<file path="src/rtl/intagg_pkg.sv">
package intagg_pkg;

  typedef enum logic [2:0] {
    SEL_NONE  = 3'd0,
    SEL_REQ   = 3'd1,
    SEL_GSTAT = 3'd2,
    SEL_GMASK = 3'd3,
    SEL_MSTAT = 3'd4,
    SEL_MMASK = 3'd5
  } rdSel_e;

  // strobes from the decoder to the register datapath
  typedef struct packed {
    logic   wrReq;
    logic   wrGStat;
    logic   wrGMask;
    logic   wrMStat;
    logic   wrMMask;
    logic   clrGStat;
    logic   clrMStat;
    rdSel_e rdSel;
  } regStrobes_t;

endpackage

</file>
<file path="src/rtl/intagg_ctrl.sv">
module intagg_ctrl
  import intagg_pkg::*;
#(
  parameter int ADDR_W = 12,
  parameter logic [ADDR_W-1:0] REQ_OFF    = 'h000,
  parameter logic [ADDR_W-1:0] GSTAT_OFF  = 'h100,
  parameter logic [ADDR_W-1:0] GMASK_OFF  = 'h104,
  parameter logic [ADDR_W-1:0] GSTAT_ALIAS = 'h108,
  parameter logic [ADDR_W-1:0] GMASK_ALIAS = 'h10C,
  parameter logic [ADDR_W-1:0] MSTAT_OFF  = 'h200,
  parameter logic [ADDR_W-1:0] MMASK_OFF  = 'h204
) (
  input  logic              clk,
  input  logic              rstN,
  input  logic              regEn,
  input  logic              regWr,
  input  logic [ADDR_W-1:0] regAddr,
  output regStrobes_t       strb
);

  logic [ADDR_W-1:0] canonAddr;
  logic hitReq, hitGStat, hitGMask, hitMStat, hitMMask;
  logic doWr, doRd;

  // fold the alias offsets onto their primary registers
  always_comb begin
    canonAddr = regAddr;
    if (regAddr == GSTAT_ALIAS) canonAddr = GSTAT_OFF;
    if (regAddr == GMASK_ALIAS) canonAddr = GMASK_OFF;
  end

  assign hitReq   = (canonAddr == REQ_OFF);
  assign hitGStat = (canonAddr == GSTAT_OFF);
  assign hitGMask = (canonAddr == GMASK_OFF);
  assign hitMStat = (canonAddr == MSTAT_OFF);
  assign hitMMask = (canonAddr == MMASK_OFF);

  assign doWr = regEn & regWr;
  assign doRd = regEn & ~regWr;

  always_comb begin
    strb          = '0;
    strb.rdSel    = SEL_NONE;
    strb.wrReq    = doWr & hitReq;
    strb.wrGStat  = doWr & hitGStat;
    strb.wrGMask  = doWr & hitGMask;
    strb.wrMStat  = doWr & hitMStat;
    strb.wrMMask  = doWr & hitMMask;
    strb.clrGStat = doRd & hitGStat;
    strb.clrMStat = doRd & hitMStat;
    if (doRd) begin
      if (hitReq)   strb.rdSel = SEL_REQ;
      if (hitGStat) strb.rdSel = SEL_GSTAT;
      if (hitGMask) strb.rdSel = SEL_GMASK;
      if (hitMStat) strb.rdSel = SEL_MSTAT;
      if (hitMMask) strb.rdSel = SEL_MMASK;
    end
  end

  AST_ONE_TARGET: assert property (@(posedge clk) disable iff (!rstN)
    $onehot0({strb.wrReq, strb.wrGStat, strb.wrGMask, strb.wrMStat, strb.wrMMask,
              strb.clrGStat, strb.clrMStat}));

  AST_ALIAS_CLEAR: assert property (@(posedge clk) disable iff (!rstN)
    (regEn && !regWr && regAddr == GSTAT_ALIAS) |-> strb.clrGStat);

endmodule

</file>
<file path="src/rtl/intagg_dp.sv">
module intagg_dp
  import intagg_pkg::*;
#(
  parameter int GLB_W         = 32,
  parameter int MGT_W         = 16,
  parameter int SUM_BIT       = 23,
  parameter int RX_DONE_BIT   = 16,
  parameter int RX_NODESC_BIT = 17,
  parameter int TX_DESC_BIT   = 24,
  parameter int TX_ALL_BIT    = 25,
  parameter int REQ_W         = 2,
  parameter logic [GLB_W-1:0] GMASK_RST = 32'hFF7F_FFFF,
  parameter logic [MGT_W-1:0] MMASK_RST = 16'hFFFF
) (
  input  logic             clk,
  input  logic             rstN,
  input  regStrobes_t      strb,
  input  logic [GLB_W-1:0] wrData,
  input  logic             evRxDone,
  input  logic             evRxNoDesc,
  input  logic             evTxDesc,
  input  logic             evTxAll,
  input  logic             evLink,
  output logic [GLB_W-1:0] rdData,
  output logic             irqOut
);

  localparam logic [GLB_W-1:0] SUM_MASK = GLB_W'(1) << SUM_BIT;
  localparam logic [GLB_W-1:0] REQ_MASK = (GLB_W'(1) << REQ_W) - GLB_W'(1);

  logic [GLB_W-1:0] reqReg, gStat, gMask;
  logic [MGT_W-1:0] mStat, mMask;
  logic             irqQ;

  logic [GLB_W-1:0] evSet, sumVec, gView, gStatNext;
  logic [MGT_W-1:0] mStatNext;
  logic             mgmtPend, irqNext;

  always_comb begin
    evSet = '0;
    evSet[RX_DONE_BIT]   = evRxDone;
    evSet[RX_NODESC_BIT] = evRxNoDesc;
    evSet[TX_DESC_BIT]   = evTxDesc;
    evSet[TX_ALL_BIT]    = evTxAll;
  end

  // second level: management status reduced to one summary bit
  assign mgmtPend = |(mStat & ~mMask);

  always_comb begin
    sumVec = '0;
    sumVec[SUM_BIT] = mgmtPend;
  end

  assign gView = gStat | sumVec;

  // writes and clearing reads first, events OR-ed last so they win
  always_comb begin
    gStatNext = gStat;
    if (strb.wrGStat)       gStatNext = wrData & ~SUM_MASK;
    else if (strb.clrGStat) gStatNext = '0;
    gStatNext = gStatNext | evSet;
  end

  always_comb begin
    mStatNext = mStat;
    if (strb.wrMStat)       mStatNext = wrData[MGT_W-1:0];
    else if (strb.clrMStat) mStatNext = '0;
    if (evLink)             mStatNext = '1;
  end

  assign irqNext = (|(gStat & ~gMask & ~SUM_MASK)) | mgmtPend;

  always_ff @(posedge clk) begin
    if (!rstN) begin
      reqReg <= '0;
      gStat  <= '0;
      gMask  <= GMASK_RST;
      mStat  <= '0;
      mMask  <= MMASK_RST;
      irqQ   <= 1'b0;
    end else begin
      if (strb.wrReq)   reqReg <= wrData & ~REQ_MASK;
      if (strb.wrGMask) gMask  <= wrData;
      if (strb.wrMMask) mMask  <= wrData[MGT_W-1:0];
      gStat <= gStatNext;
      mStat <= mStatNext;
      irqQ  <= irqNext;
    end
  end

  always_comb begin
    unique case (strb.rdSel)
      SEL_REQ:   rdData = reqReg;
      SEL_GSTAT: rdData = gView;
      SEL_GMASK: rdData = gMask;
      SEL_MSTAT: rdData = {{(GLB_W-MGT_W){1'b0}}, mStat};
      SEL_MMASK: rdData = {{(GLB_W-MGT_W){1'b0}}, mMask};
      default:   rdData = '0;
    endcase
  end

  assign irqOut = irqQ;

  AST_RXDONE_STICKY: assert property (@(posedge clk) disable iff (!rstN)
    evRxDone |=> gStat[RX_DONE_BIT]);

  AST_STICKY_HOLD: assert property (@(posedge clk) disable iff (!rstN)
    (gStat[TX_DESC_BIT] && !strb.wrGStat && !strb.clrGStat) |=> gStat[TX_DESC_BIT]);

  AST_LINK_FILL: assert property (@(posedge clk) disable iff (!rstN)
    evLink |=> (&mStat));

  AST_GSTAT_CLEAR: assert property (@(posedge clk) disable iff (!rstN)
    (strb.clrGStat && !evRxDone && !evRxNoDesc && !evTxDesc && !evTxAll) |=> (gStat == '0));

  AST_MSTAT_CLEAR: assert property (@(posedge clk) disable iff (!rstN)
    (strb.clrMStat && !evLink) |=> (mStat == '0));

  AST_EVENT_WINS: assert property (@(posedge clk) disable iff (!rstN)
    (strb.clrGStat && evTxAll) |=> gStat[TX_ALL_BIT]);

  AST_IRQ_QUIET: assert property (@(posedge clk) disable iff (!rstN)
    (gStat == '0 && mStat == '0) |=> !irqOut);

  AST_SUMMARY_IRQ: assert property (@(posedge clk) disable iff (!rstN)
    mgmtPend |=> irqOut);

endmodule

</file>
<file path="src/rtl/intagg_top.sv">
module intagg_top
  import intagg_pkg::*;
#(
  parameter int ADDR_W = 12,
  parameter int GLB_W  = 32,
  parameter int MGT_W  = 16
) (
  input  logic              clk,
  input  logic              rstN,
  input  logic              regEn,
  input  logic              regWr,
  input  logic [ADDR_W-1:0] regAddr,
  input  logic [GLB_W-1:0]  regWrData,
  output logic [GLB_W-1:0]  regRdData,
  input  logic              evRxDone,
  input  logic              evRxNoDesc,
  input  logic              evTxDesc,
  input  logic              evTxAll,
  input  logic              evLink,
  output logic              irqOut
);

  regStrobes_t strb;

  intagg_ctrl #(.ADDR_W(ADDR_W)) uCtrl (
    .clk     (clk),
    .rstN    (rstN),
    .regEn   (regEn),
    .regWr   (regWr),
    .regAddr (regAddr),
    .strb    (strb)
  );

  intagg_dp #(.GLB_W(GLB_W), .MGT_W(MGT_W)) uDp (
    .clk        (clk),
    .rstN       (rstN),
    .strb       (strb),
    .wrData     (regWrData),
    .evRxDone   (evRxDone),
    .evRxNoDesc (evRxNoDesc),
    .evTxDesc   (evTxDesc),
    .evTxAll    (evTxAll),
    .evLink     (evLink),
    .rdData     (regRdData),
    .irqOut     (irqOut)
  );

endmodule

</file>
<file path="config.mk">
export PLATFORM = sky130hd
export DESIGN_NAME = intagg_top
export DESIGN_NICKNAME = d
export VERILOG_FILES = /design/src/rtl/intagg_pkg.sv /design/src/rtl/intagg_ctrl.sv /design/src/rtl/intagg_dp.sv /design/src/rtl/intagg_top.sv
export SDC_FILE = /design/constraint.sdc
export NUM_CORES = 1
export LEC_CHECK = 0
export BUFFER_PORTS_ARGS = -buffer_cell sky130_fd_sc_hd__clkbuf_2
export CAP_MARGIN = 0
export CORE_MARGIN = 2
export CORE_UTILIZATION = 40
export DETAILED_ROUTE_END_ITERATION = 8
export SLEW_MARGIN = 20
export SYNTH_ARGS = -nofsm -noshare
export SYNTH_HDL_FRONTEND = slang
export SYNTH_HIERARCHICAL = 1
export SYNTH_SLANG_ARGS = --single-unit
</file>
<file path="constraint.sdc">
create_clock -name clk -period 5.7 [get_ports clk]
set_input_delay 0.57 -clock clk [delete_from_list [all_inputs] [get_ports clk]]
set_output_delay 0.57 -clock clk [all_outputs]
set_load 0.005 [all_outputs]
</file>
Yosys cells after proc, flatten, opt, wreduce, memory -nomap -nowiden
Cells that the tools add are included.
{"block": "op_classes", "eq_ne": 11, "muxes": 14, "n_bitwise": 17, "reduce_logical": 4}
{"op": "one-hot mux 32 bit (5 select lines)", "n": 1}
{"op": "two-way mux 32 bit", "n": 2}
{"op": "equality test 12 x 9 -> 1 bit (second input constant)", "n": 4}
{"op": "two-way mux 16 bit", "n": 3}
{"op": "AND 32 bit", "n": 1}
{"op": "inverter 32 bit", "n": 1}
{"op": "bitwise OR 32 x 24 -> 32 bit", "n": 1}
{"op": "bitwise OR 32 x 26 -> 32 bit", "n": 1}
{"op": "OR reduction 31 bit", "n": 1}
{"op": "equality test 12 x 10 -> 1 bit (second input constant)", "n": 2}
{"op": "two-way mux 12 bit", "n": 2}
{"op": "AND 16 bit", "n": 1}
{"op": "inverter 16 bit", "n": 1}
{"op": "OR reduction 16 bit", "n": 1}
{"op": "logical NOT 12 bit", "n": 1}
{"op": "AND 1 bit", "n": 9}
{"op": "two-way mux 3 bit", "n": 3}
{"op": "equality test 3 x 2 -> 1 bit (second input constant)", "n": 2}
{"op": "equality test 3 bit (second input constant)", "n": 2}
{"op": "two-way mux 2 bit", "n": 2}
{"op": "equality test 3 x 1 -> 1 bit (second input constant)", "n": 1}
{"op": "nonzero test 3 bit", "n": 1}
{"op": "two-way mux 1 bit", "n": 1}
{"op": "inverter 1 bit", "n": 1}
{"op": "bitwise OR 1 bit", "n": 1}
{"block": "word_totals", "regBits": 127, "input_bits": 53, "out_inout_bits": 33}

Depth between registers and ports, before layout
{"block": "logic_depth", "word_depth": 12, "ltp_mapped": 9, "depth_no_buf": 7}

By module
Netlist, hierarchy kept.
{"mod": "intagg_dp", "instances": 1, "cells_per_inst": 672, "area_per_inst_um2": 6105.9, "seq_area_each_um2": 2522.4}
{"mod": "intagg_ctrl", "instances": 1, "cells_per_inst": 23, "area_per_inst_um2": 147.6, "seq_area_each_um2": 0.0}

Least setup slack after synthesis
No wires, ideal clock.
{"block": "synth_path", "path_kind": "in2out", "start": "input port regAddr[5]", "end": "output port regRdData[10]", "t_arrival_ps": 2209, "t_required_ps": 5130, "setup_slack_ps": 2921, "cell_stages": 8, "path_buffers": 2, "cell_sequence": "nor4_2 nand2_1 nor4b_2 buf_2 buf_2 mux2_2 a22oi_1 o22ai_1"}
{"element": "start, declared", "line": "intagg_top.sv:12", "source": "input logic [ADDR_W-1:0] regAddr,"}
{"element": "end, declared", "line": "intagg_top.sv:14", "source": "output logic [GLB_W-1:0] regRdData,"}

==> flow_summary.toml <==
[run_status]
status = "finished, final reports clean"

[cts]
cts-root-buf = "clkbuf_16"
cts_setup_buffers = 0
numCtsBuffers = 17
cts_hold_buf = 0
cts_tree = "yes"
cts_resized = 0
clk_pin_slew_ns = 0.05
h-tree-depth = 4
worst_skew_pair.late_latency_ns = 0.40
clockBufferDepth = 2
cts_sinks = 126

[setup_path]
critical_path_class = "in -> out"
cp-end-kind = "output port"
crit_path_start = "regAddr[5]"
crit_path_start_kind = "primary input"
r2r_start = "uDp/mStat[8]"
cpPeakStageDelay_ns = 0.72
r2r_end = "uDp/irqOut"
critical_path.slowest_cell = "nor2b_1"
cp_common_cell = "clkbuf_2"
crit_chain = "clkbuf_2 -> nor4_2 -> nand2_1 -> nor4b_4 -> nor2b_1 -> buf_4 -> a22oi_1 -> o22ai_1 -> clkbuf_2"
cp.arrival_ns = 3.13
worstPathMaxFanout = 11
crit_end = "regRdData[3]"
r2r_setup_slack_ns = 4.05
reg2reg_depth = 4
required_ns = 5.13

[synthesis]
synth_warnings = 6
synth_common_cells = "dfxtp_1, mux2i_1, nor2b_1"
ys.flop_type = "dfxtp_1"
syn_area_um2 = 6250
ys_ff_latch = 126
syn_nets = 748
async_flop_share = 0
syn_area_per_cell_um2 = 9.00
synth_cell_types = 33
ys_top_cells_by_area = "dfxtp_1, mux2i_1, nor2b_1"
synth.yosys.seq_area_share = 0.403
synth.most_common_cell = "dfxtp_1"
yosysTopAreaCell = "dfxtp_1"
synth_top_area_frac = 0.403
postSynthCellCount = 695
synth-edff-count = 0

[layout]
drive_gt1_frac = 0.214
fin_util = 0.486
fin_nets = 805
diodes = 0
syn2layout_area_growth_pct = 18.6

[routing]
routed_via_density = 5.50
ant_nets = 0
vias = 5355
drt_iter0_drc = 395
route.detailed.drc = 0
wirelength_um = 17500
routedWlPerCell_um = 18.0
drt_pass1_iterations = 5

[sta]
finClkSkew_ns = 0.00703
hold_violations = 0
finalSetupViolCount = 0
finalSetupTns_ns = 0
clock.fmax_mhz = 270
worstMarginPinSlew_ns = 0.930
rsz0062_at_grt = "false"
slew-limit-headroom = 0.379
min_period_ns = 3.70
period_share = 0.650
slew_violations = 0

[grt]
grt_overflow = 0
grt_pass1_vias = 5294
antenna_found_initial = 0
grt_pass1_wl_um = 27900
grt_max_degree = 127
grtUsageTotal = 0.216

[pwr]
power_density_nw_per_um2 = 275
finalPower_w = 0.00204
peakVddDrop_mv = 0.195
leakage_nw = 2.79

[floorplan]
start_util = 0.410
rows = 45
die_h_um = 129
core_um2 = 15300
pin_count = 86
die_width_um = 129
die-area_um2 = 16700

[placement]
dp_hpwl_um = 11600
gp_congestion = 0.812
io_buffers = 85

[worst_hold_path]
hold_path.class = "in -> reg"

[run]
maxCapViolCount = 0
## report_power, final
part | internal [W] | switching, W
logic | 0.0000400 | 0.0000468
registers | 0.000892 | 0.00000714
clock network | 0.000695 | 0.000360
## flip-flops by register name (all words and copies together), names as in the netlist
| name | flops |
|---|---|
| uDp/irqOut | 1 |
| uDp/reqReg | 30 |
| uDp/gStat | 31 |
| uDp/mStat | 16 |
| uDp/gMask | 32 |
| uDp/mMask | 16 |
## metrics by stage
| step | cells | instance area [um^2] | hold slack [ns] | worst slack (ns) |
|---|---|---|---|---|
| finish | 974 | 7420 | 0.424 | 2.00 |
| global route | 974 | 7420 | 0.412 | 1.81 |
| CTS | 974 | 7410 | 0.409 | 2.02 |
| detailed placement | 944 | 6830 | 0.488 | 2.04 |
| global placement | 944 | 6830 | 0.479 | 2.07 |
| floorplan | 695 | 6250 | 0.459 | 2.92 |
## per-layer routing
metal	GRT usage	wire length, um
met1	0.267	7600
met2	0.366	8670
met3	0.0450	791
met4	0.0902	474
met5	0	0
## how the worst min path moves through the flow
stage / depth (start not counted) / slack [ns] / endpoint / start
6_report: 3 / 0.42 / uDp/gMask[18] / regWrData[18]
5_1_grt: 3 / 0.41 / uDp/gMask[24] / regWrData[24]
4_1_cts: 3 / 0.41 / uDp/gMask[24] / regWrData[24]
3_3_place_gp: 2 / 0.48 / uDp/mMask[0] / uDp/mMask[0]
2_1_floorplan: 2 / 0.46 / uDp/gMask[17] / uDp/gMask[17]
3_5_place_dp: 2 / 0.49 / uDp/gMask[0] / uDp/gMask[0]
## cell families (layout without fill, tap and decap cells)
group                  count (synthesis)  in the layout  synth area share
muxes                                100            100             0.165
and+or+nand+nor                      212            212             0.192
AOI/OAI and AO/OA                    161            161             0.176
buffers and inverters                 96            164            0.0636
DFF                                  126            126             0.403
## worst max-delay path, delay by kind of cell
kind	cells	cell delay, ns
simple gates	4	1.59
buf+inv	3	0.58
compound gates	2	0.39
## final cells by class
class	count	area, um^2
Timing Repair Buffer	98	527
Multi-Input combinational cell	473	3380
Sequential cell	126	2520
Inverter	36	135
Tap cell	211	264
Clock buffer	24	502
Fill cell	1458	7840
Clock inverter	6	82.6
## cell usage in the layout (no fill, tap or decap), types with 5 or more instances in the layout
cell type	n
buf_4	12
dfxtp_1	126
a22oi_1	30
a21oi_1	47
a221oi_1	7
mux2_2	19
clkbuf_16	17
or3b_1	13
mux2i_1	75
nor2_1	18
mux2_1	6
o211ai_1	21
clkbuf_8	5
nor3b_1	16
o22ai_1	23
nor3_1	12
o21ai_0	5
nor2b_1	73
inv_1	36
a21boi_1	16
nand2_1	53
clkbuf_2	84
Power figures use the tool's default switching activity.
